===== config.mk =====
export PLATFORM = sky130hd
export DESIGN_NAME = capbuf_top
export DESIGN_NICKNAME = d
export VERILOG_FILES = /design/src/rtl/capbuf_pkg.sv /design/src/rtl/capbuf_wptr.sv /design/src/rtl/capbuf_ram.sv /design/src/rtl/capbuf_ctrl.sv /design/src/rtl/capbuf_top.sv
export SDC_FILE = /design/constraint.sdc
export NUM_CORES = 1
export LEC_CHECK = 0
export BUFFER_PORTS_ARGS = -buffer_cell sky130_fd_sc_hd__buf_4
export CAP_MARGIN = 20
export CORE_ASPECT_RATIO = 1.25
export CORE_MARGIN = 8
export CORE_UTILIZATION = 40
export CTS_BUF_LIST = sky130_fd_sc_hd__clkbuf_4
export CTS_CLUSTER_SIZE = 12
export DETAILED_ROUTE_END_ITERATION = 8
export SLEW_MARGIN = 10
export SYNTH_ARGS = -nofsm -noshare
export SYNTH_HDL_FRONTEND = slang
export SYNTH_SLANG_ARGS = --single-unit

===== constraint.sdc =====
create_clock -name clk -period 3.1 [get_ports clk]
set_input_delay 0.31 -clock clk [delete_from_list [all_inputs] [get_ports clk]]
set_output_delay 0.31 -clock clk [all_outputs]
set_load 0.005 [all_outputs]

===== src/rtl/capbuf_pkg.sv =====
package capbuf_pkg;
  typedef enum logic [2:0] {
    ST_IDLE,
    ST_ARMED,
    ST_POST,
    ST_DONE,
    ST_HOLD
  } cap_state_e;
endpackage


===== src/rtl/capbuf_wptr.sv =====
module capbuf_wptr #(
  parameter int AW = 6
) (
  input  logic          clk,
  input  logic          rst_n,
  input  logic          adv,
  output logic [AW-1:0] wptr
);
  always_ff @(posedge clk) begin
    if (!rst_n)   wptr <= '0;
    else if (adv) wptr <= wptr + 1'b1;
  end
endmodule


===== src/rtl/capbuf_ram.sv =====
module capbuf_ram #(
  parameter int DW = 8,
  parameter int AW = 6
) (
  input  logic          clk,
  input  logic          rst_n,
  input  logic          we,
  input  logic [AW-1:0] waddr,
  input  logic [DW-1:0] wdata,
  input  logic          re,
  input  logic [AW-1:0] raddr,
  output logic          rvalid,
  output logic [DW-1:0] rdata
);
  localparam int DEPTH = 1 << AW;
  logic [DW-1:0] mem [DEPTH];

  always_ff @(posedge clk) begin
    if (we) mem[waddr] <= wdata;
    if (re) rdata <= mem[raddr];
  end

  always_ff @(posedge clk) begin
    if (!rst_n) rvalid <= 1'b0;
    else        rvalid <= re;
  end

  a_r6_read_latency: assert property (@(posedge clk) disable iff (!rst_n)
    re |=> rvalid);
endmodule


===== src/rtl/capbuf_ctrl.sv =====
module capbuf_ctrl
  import capbuf_pkg::*;
#(
  parameter int AW = 6,
  parameter int HW = 8
) (
  input  logic          clk,
  input  logic          rst_n,
  input  logic          arm,
  input  logic          rearm,
  input  logic [AW:0]   cfg_post,
  input  logic [HW-1:0] cfg_hold,
  input  logic          s_valid,
  input  logic          trig,
  input  logic [AW-1:0] wptr,
  output logic          we,
  output cap_state_e    st,
  output logic [AW-1:0] trig_addr,
  output logic          partial
);
  localparam int CW = AW + 1;
  localparam int DEPTH = 1 << AW;
  localparam logic [CW-1:0] DEPTH_W = CW'(DEPTH);
  localparam logic [CW-1:0] ONE_W   = CW'(1);

  logic [CW-1:0] post_l, rem, prefill;
  logic [HW-1:0] hcnt;

  function automatic logic [CW-1:0] clamp_post(input logic [CW-1:0] v);
    if (v == '0)          return ONE_W;
    else if (v > DEPTH_W) return DEPTH_W;
    else                  return v;
  endfunction

  assign we = s_valid && (st == ST_ARMED || st == ST_POST);

  always_ff @(posedge clk) begin
    if (!rst_n) begin
      st        <= ST_IDLE;
      post_l    <= ONE_W;
      rem       <= '0;
      prefill   <= '0;
      hcnt      <= '0;
      trig_addr <= '0;
      partial   <= 1'b0;
    end else begin
      unique case (st)
        ST_IDLE: if (arm) begin
          post_l  <= clamp_post(cfg_post);
          prefill <= '0;
          st      <= ST_ARMED;
        end
        ST_ARMED: if (s_valid) begin
          if (trig) begin
            trig_addr <= wptr;
            partial   <= (prefill < (DEPTH_W - post_l));
            rem       <= post_l - ONE_W;
            st        <= (post_l == ONE_W) ? ST_DONE : ST_POST;
          end else if (prefill != DEPTH_W) begin
            prefill <= prefill + ONE_W;
          end
        end
        ST_POST: if (s_valid) begin
          rem <= rem - ONE_W;
          if (rem == ONE_W) st <= ST_DONE;
        end
        ST_DONE: if (rearm) begin
          post_l <= clamp_post(cfg_post);
          hcnt   <= cfg_hold;
          st     <= ST_HOLD;
        end
        ST_HOLD: begin
          if (hcnt == '0) begin
            prefill <= '0;
            st      <= ST_ARMED;
          end else begin
            hcnt <= hcnt - 1'b1;
          end
        end
        default: st <= ST_IDLE;
      endcase
    end
  end

  a_r4_wait_without_trigger: assert property (@(posedge clk) disable iff (!rst_n)
    (st == ST_ARMED && !(s_valid && trig)) |=> st == ST_ARMED);
  a_r8_holdoff_no_capture: assert property (@(posedge clk) disable iff (!rst_n)
    (st == ST_HOLD) |=> (st == ST_HOLD || st == ST_ARMED));
  a_r8_done_keeps_addr: assert property (@(posedge clk) disable iff (!rst_n)
    (st == ST_DONE) |=> $stable(trig_addr));
endmodule


===== src/rtl/capbuf_top.sv =====
module capbuf_top
  import capbuf_pkg::*;
#(
  parameter int DW = 8,
  parameter int AW = 6,
  parameter int HW = 8
) (
  input  logic          clk,
  input  logic          rst_n,
  input  logic          arm,
  input  logic          rearm,
  input  logic [AW:0]   cfg_post,
  input  logic [HW-1:0] cfg_hold,
  input  logic          s_valid,
  output logic          s_ready,
  input  logic [DW-1:0] s_data,
  input  logic          trig,
  input  logic          rd_en,
  input  logic [AW-1:0] rd_idx,
  output logic          rd_valid,
  output logic [DW-1:0] rd_data,
  output logic          armed,
  output logic          done,
  output logic          partial,
  output logic [AW-1:0] trig_addr
);
  cap_state_e    st;
  logic          we;
  logic [AW-1:0] wptr;
  logic [AW-1:0] raddr;

  assign s_ready = 1'b1;
  assign armed   = (st == ST_ARMED);
  assign done    = (st == ST_DONE);
  assign raddr   = wptr + rd_idx;

  capbuf_ctrl #(.AW(AW), .HW(HW)) u_ctrl (
    .clk(clk), .rst_n(rst_n), .arm(arm), .rearm(rearm),
    .cfg_post(cfg_post), .cfg_hold(cfg_hold), .s_valid(s_valid),
    .trig(trig), .wptr(wptr), .we(we), .st(st),
    .trig_addr(trig_addr), .partial(partial)
  );

  capbuf_wptr #(.AW(AW)) u_wptr (
    .clk(clk), .rst_n(rst_n), .adv(we), .wptr(wptr)
  );

  capbuf_ram #(.DW(DW), .AW(AW)) u_ram (
    .clk(clk), .rst_n(rst_n), .we(we), .waddr(wptr), .wdata(s_data),
    .re(rd_en), .raddr(raddr), .rvalid(rd_valid), .rdata(rd_data)
  );

  a_r5_frozen_pointer: assert property (@(posedge clk) disable iff (!rst_n)
    (st == ST_DONE) |=> $stable(wptr));
  a_r3_hold_no_advance: assert property (@(posedge clk) disable iff (!rst_n)
    (st == ST_HOLD) |=> $stable(wptr));
  a_r1_status_exclusive: assert property (@(posedge clk) disable iff (!rst_n)
    $onehot0({armed, done}));
endmodule


* Word level (Yosys, flattened, before mapping)
Memories as Yosys holds them, arrays and structs flattened. A register that Yosys moved wholly into a read port is not among the register bits.
Index checks and enable logic that the tools add are counted.
** Storage, ports and cells
- Register bits after elaboration :: 46
- RAM bits :: 512
- Input bits :: 36
- Output and inout port bits :: 19
- Logic and storage cells :: 80
- Memories :: 1
** Cells by class
- $add $sub $neg :: 7
- Order comparisons :: 2
- Equal/unequal tests :: 17
- Mux-type cells :: 29
- Reduce and logical (&&, ||, !) cells :: 15
** Memories
- u_ram.mem :: words 64, bits a word 8, rd ports 1, clocked after memory_dff 1, write ports 1, RTL line capbuf_ram.sv:16 : logic [DW-1:0] mem [DEPTH];
** Operator list (count)
- 7-bit 2-to-1 mux :: 12
- 7-bit one-hot mux with 2 select lines :: 2
- 3-bit 2-to-1 mux :: 7
- 7-bit one-hot mux with 3 select lines :: 1
- 8-bit 2-to-1 mux :: 2
- 2-bit != test (second input constant) :: 8
- 8-bit one-hot mux with 2 select lines :: 1
- 3-bit one-hot mux with 5 select lines :: 1
- 7-bit by 1-bit == test with 1-bit output (second input constant) :: 2
- 7-bit by 1-bit subtractor with 7-bit output (second input constant) :: 2
- 3-bit AND reduction :: 3
- 8-bit zero test :: 1
- 8-bit by 1-bit subtractor with 8-bit output (second input constant) :: 1
- 7-bit by 1-bit adder with 7-bit output (second input constant) :: 1
- 7-bit greater-than comparator (second input constant) :: 1
- 7-bit zero test :: 1
- 7-bit < comparator :: 1
- 7-bit != test (second input constant) :: 1
- 7-bit AND reduction :: 1
- 7-bit subtractor (first input constant) :: 1
- 6-bit by 1-bit adder with 6-bit output (second input constant) :: 1
- 6-bit adder :: 1
- 3-bit by 2-bit == test with 1-bit output (second input constant) :: 2
- 6-bit AND reduction :: 1
- 10 further kinds :: 15

* Longest topological paths before layout
- Word-level depth :: 5
- Depth in mapped cells :: 10
- Mapped depth without buffers :: 9

* By module
Synthesis repeated with hierarchy kept, for this count alone.
** Second synthesis, totals
- Cells, all modules :: 1317
- Area total of the unflattened synthesis :: 23366.2 sq um
** Modules (own cells, without submodules)
- capbuf_ram :: instances 1, cells each 966, area an instance 20460.9 sq um, sequential area each 15635.0 sq um
- capbuf_ctrl :: instances 1, cells each 304, area an instance 2437.3 sq um, sequential area each 780.7 sq um
- capbuf_wptr :: instances 1, cells each 24, area an instance 254.0 sq um, sequential area each 120.1 sq um
- capbuf_top :: instances 1, cells each 23, area an instance 214.0 sq um, sequential area each 0.0 sq um

* Worst setup path after synthesis
No wires, ideal clock.
- Path type :: register -> register
- From :: register u_wptr.wptr[0]
- To :: register u_ram.rdata[0], read port of u_ram.mem, data pin
- Library setup time :: 0.281 ns
- Data arrival time :: 2.579 ns
- Data required time :: 2.819 ns
- Setup slack :: 0.240 ns
- Cell stages (with the launch flop) :: 11
- Path buffers :: 2
- Period minus slack after synthesis :: 2.860 ns
- Path through :: dfxtp_1 ha_1 inv_1 fa_1 clkbuf_1 clkbuf_1 mux4_2 mux2i_1 mux2i_1 a22oi_1 o221ai_1
** On the way
- Cells in the longest elaborated chain, start to end :: 1
** Ends and longest elaborated chain
- start: declaration :: RTL line capbuf_wptr.sv:7 : output logic [AW-1:0] wptr
- start signal: assignment :: RTL line capbuf_wptr.sv:11 : else if (adv) wptr <= wptr + 1'b1;
- 6-bit adder :: RTL line capbuf_top.sv:35 : assign raddr = wptr + rd_idx;
- end: declaration :: RTL line capbuf_ram.sv:13 : output logic [DW-1:0] rdata
No other way between the ends.
A chain may end at the register's enable or synchronous reset.

* Final worst setup path
- From :: register u_wptr.wptr[0]
- To :: register u_ram.rdata[5], read port of u_ram.mem, data pin
The elaborated chain is that of the path after synthesis.

==> results.py <==
metrics = {
    "status": {
        "outcome": "complete, no violations",
    },
    "setup_path": {
        "worstPathRequired_ns": 3.69,
        "cp_common_cell": "buf_4",
        "reg2reg_depth": 11,
        "cp_data_arrival_time_ns": 3.64,
        "r2r_start": "u_wptr.wptr[0]",
        "slowest_delay_ns": 0.84,
        "rrSetupSlack_ns": 0.04,
        "cp_slowest_cell": "fa_4",
        "cp_cell_sequence": "ha_4, inv_2, fa_4, buf_12, buf_4, mux4_2, mux2i_4, mux2i_1, a22oi_1, buf_4, o221ai_1",
        "worstSetupPathType": "reg -> reg",
        "crit_path_max_fanout": 15,
        "cp-start-kind": "register",
        "critPathCaptureType": "register",
        "r2r_end": "u_ram.rdata[5]",
    },
    "power": {
        "sw_frac_of_total_pct": 24.1,
        "sequentialPowerShare_pct": 49.7,
        "p_clk_share_pct": 36.5,
        "switchingPower_uw": 4090,
        "leakage_uw": 0.00967,
        "internal_power_uw": 12900,
        "power_frac_comb_pct": 13.8,
        "ir_drop_mv": 0.294,
        "finalPower_uw": 17000,
        "p_per_area_nw_per_um2": 603,
    },
    "yosys": {
        "ys_types": 61,
        "seq_area_frac_synth_pct": 71.5,
        "synth-async-reset-ratio_pct": 0,
        "syn_area_um2": 23100,
        "synth_seq_cells": 566,
        "synth_cells": 1322,
        "yosysWarnings": 0,
        "synth_fp_nets": 1379,
        "synth_edf_count": 520,
        "synth_flop_cell": "edfxtp_1",
        "syn_avg_cell_area_um2": 17.5,
    },
    "min_path": {
        "worst_hold_path.endpoint": "u_ram.mem[45][2]",
        "min_path_type": "in -> reg",
        "holdPathStages": 1,
        "min-delay-start": "s_data[2]",
    },
    "cts": {
        "clk_pin_slew_ns": 0.06,
        "h-tree-depth": 4,
        "cts-root-buf": "clkbuf_4",
        "cts.sinks": 566,
        "cts_tree": "yes",
        "clockBufferDepth": 3,
        "clk_latency_ns": 0.86,
        "cts_made_buffers": 138,
    },
    "cells_and_area": {
        "final_common_cell": "edfxtp_1",
        "fill_cells": 4752,
        "multi_input_area_um2": 6490,
        "regArea_um2": 16500,
        "most-common-layout-cells": "edfxtp_1, clkbuf_4, buf_4, mux4_2, nand2_1",
        "finalNonFillerCells": 2496,
        "fin_nets": 1703,
        "syn2layout_area_growth_pct": 21.5,
        "drive_above_1_share_pct": 34.5,
    },
    "sta": {
        "timing.fmax_mhz": 327,
        "relSlewSlack_pct": 41.5,
        "clock_skew_ns": 0.0559,
        "fin_crit_sh_pct": 98.6,
        "rsz0062_at_grt": "yes",
        "worst_slack_ns": 0.0436,
        "period_minus_slack_ns": 3.06,
        "worstMarginPinSlew_ns": 0.870,
        "hold_ws_ns": 0.0947,
        "drv_slew": 0,
        "finalSetupViolCount": 0,
        "hold_violations": 0,
    },
    "routing": {
        "dr.first_iter.drc_count": 878,
        "routed_wirelength_mm": 54.6,
        "drtAntennaViolNets": 0,
        "drcViolationCount": 0,
        "firstDrtPassIters": 8,
        "wire_per_inst_um": 21.9,
        "via_per_inst": 5.25,
        "vias": 13100,
    },
    "global_route": {
        "overflow": 0,
        "grt_pass1_wl_mm": 83.4,
        "grt_max_degree": 65,
        "gr-usage-all-layers_pct": 16.7,
        "grt_pass1_vias": 14000,
        "antenna_found_initial": 2,
    },
    "floorplan": {
        "die-area_um2": 65800,
        "die_x_um": 231,
        "ios": 55,
        "die_y_um": 285,
        "start_util_pct": 40.4,
        "core_um2": 57300,
        "rows": 98,
    },
    "placed_design": {
        "dp_cells": 2201,
        "io_buffer_count": 53,
        "hpwl_mm": 33.3,
        "pre_cts_ws_ns": -0.346,
        "gp_congestion": 0.795,
    },
    "run": {
        "cap_violations": 0,
    },
}
-- power by group through the flow --
| stage | registers, uW | clock network [uW] | logic [uW] |
|---|---|---|---|
| 2_1_floorplan | 8580 | 0 | 1250 |
| 3_3_place_gp | 8600 | 0 | 2080 |
| 5_1_grt | 8430 | 6730 | 2510 |
| 4_1_cts | 8430 | 6380 | 2320 |
| 3_5_place_dp | 8600 | 0 | 2100 |
| 6_report | 8430 | 6180 | 2340 |
-- final cells by class --
class	instances	area share, %
sequential	566	58.8
tap	750	3.34
timing repair buffer	250	8.20
inverter	17	0.227
multi-input combinational	673	23.1
clock buffer	194	5.18
antenna	1	0.00890
clock inverter	45	1.16
-- registers in the layout (all words and copies together) (netlist names) --
name,flops
u_wptr.wptr,6
u_ram.rdata,8
u_ctrl.post_l,7
u_ram.rvalid,1
u_ctrl.partial,1
u_ctrl.prefill,7
u_ctrl.hcnt,8
u_ctrl.trig_addr,6
u_ctrl.rem,7
u_ram.mem,512
u_ctrl.st,3
-- cells in the mapped netlist, drive strengths merged (10+ instances only) --
master  number  share of area, %
edfxtp     520                67
mux4       128                12
nand2      125               2.0
nor2        91               1.5
mux2i       59               2.6
dfxtp       46               4.0
o21ai       42              0.92
clkbuf      37              0.61
nand3       30              0.65
buf         29              0.65
ha          20               1.1
nor2b       19              0.51
a21oi       18              0.39
inv         17              0.28
a21boi      13              0.42
a22oi       12              0.39
nor3        10              0.22
-- worst max-delay path, delay by kind of cell, from the launching register on --
| kind | cells | cell delay, ns |
|---|---|---|
| adder cells (fa/ha/maj) | 2 | 0.97 |
| multiplexers | 3 | 0.65 |
| buffers and inverters | 4 | 0.51 |
| flip-flops | 1 | 0.35 |
| AO/OA/AOI/OAI | 2 | 0.30 |
-- through the flow --
stage / cell area (um2) / utilization, % / setup TNS, ns
floorplan: 23100 / - / 0
global placement: 25500 / 44.5 / -1.73
detailed placement: 25500 / 44.5 / -1.88
CTS: 28000 / 48.8 / -0.156
global route: 28100 / 49.1 / -0.114
finish: 28100 / 49.1 / 0
-- per-layer routing --
layer	wire length (um)	track usage, %
met4	1590	7.28
met2	28000	28.6
met5	9	0
met1	22400	20.4
met3	2560	3.45
-- logic make-up (layout without fill, tap and decap cells) --
| kind of cell | after synthesis | count (layout) | share of synthesized area (%) |
|---|---|---|---|
| flip-flops | 566 | 566 | 71.5 |
| AND/OR/NAND/NOR | 322 | 322 | 6.51 |
| multiplexers | 187 | 187 | 15.0 |
| AO/OA/AOI/OAI | 126 | 126 | 3.67 |
| buffers and inverters | 83 | 506 | 1.53 |
| adder cells (fa/ha/maj) | 21 | 21 | 1.17 |
| XOR/XNOR | 16 | 16 | 0.638 |
| other | 1 | 2 | 0.0162 |
-- worst max path at each step --
stage,slack (ns),to,from,cells past startpoint
detailed placement,-0.35,u_ram.rdata[1],rd_idx[0],11
CTS,-0.05,u_ram.rdata[6],u_wptr.wptr[0],10
global route,-0.07,u_ram.rdata[2],u_wptr.wptr[0],12
floorplan,0.24,u_ram.rdata[0],u_wptr.wptr[0],10
finish,0.04,u_ram.rdata[5],u_wptr.wptr[0],11
global placement,-0.30,u_ram.rdata[1],rd_idx[0],11
-- repair_timing --
action,CTS,global route
setup buffers,7,5
endpoints found under the setup margin,8,10
pin swaps,4,2
hold endpoints to repair,282,0
resized for setup,43,21
hold buffers,38,0
cloned,4,0
No activity file was read; power rests on OpenSTA's default activity.
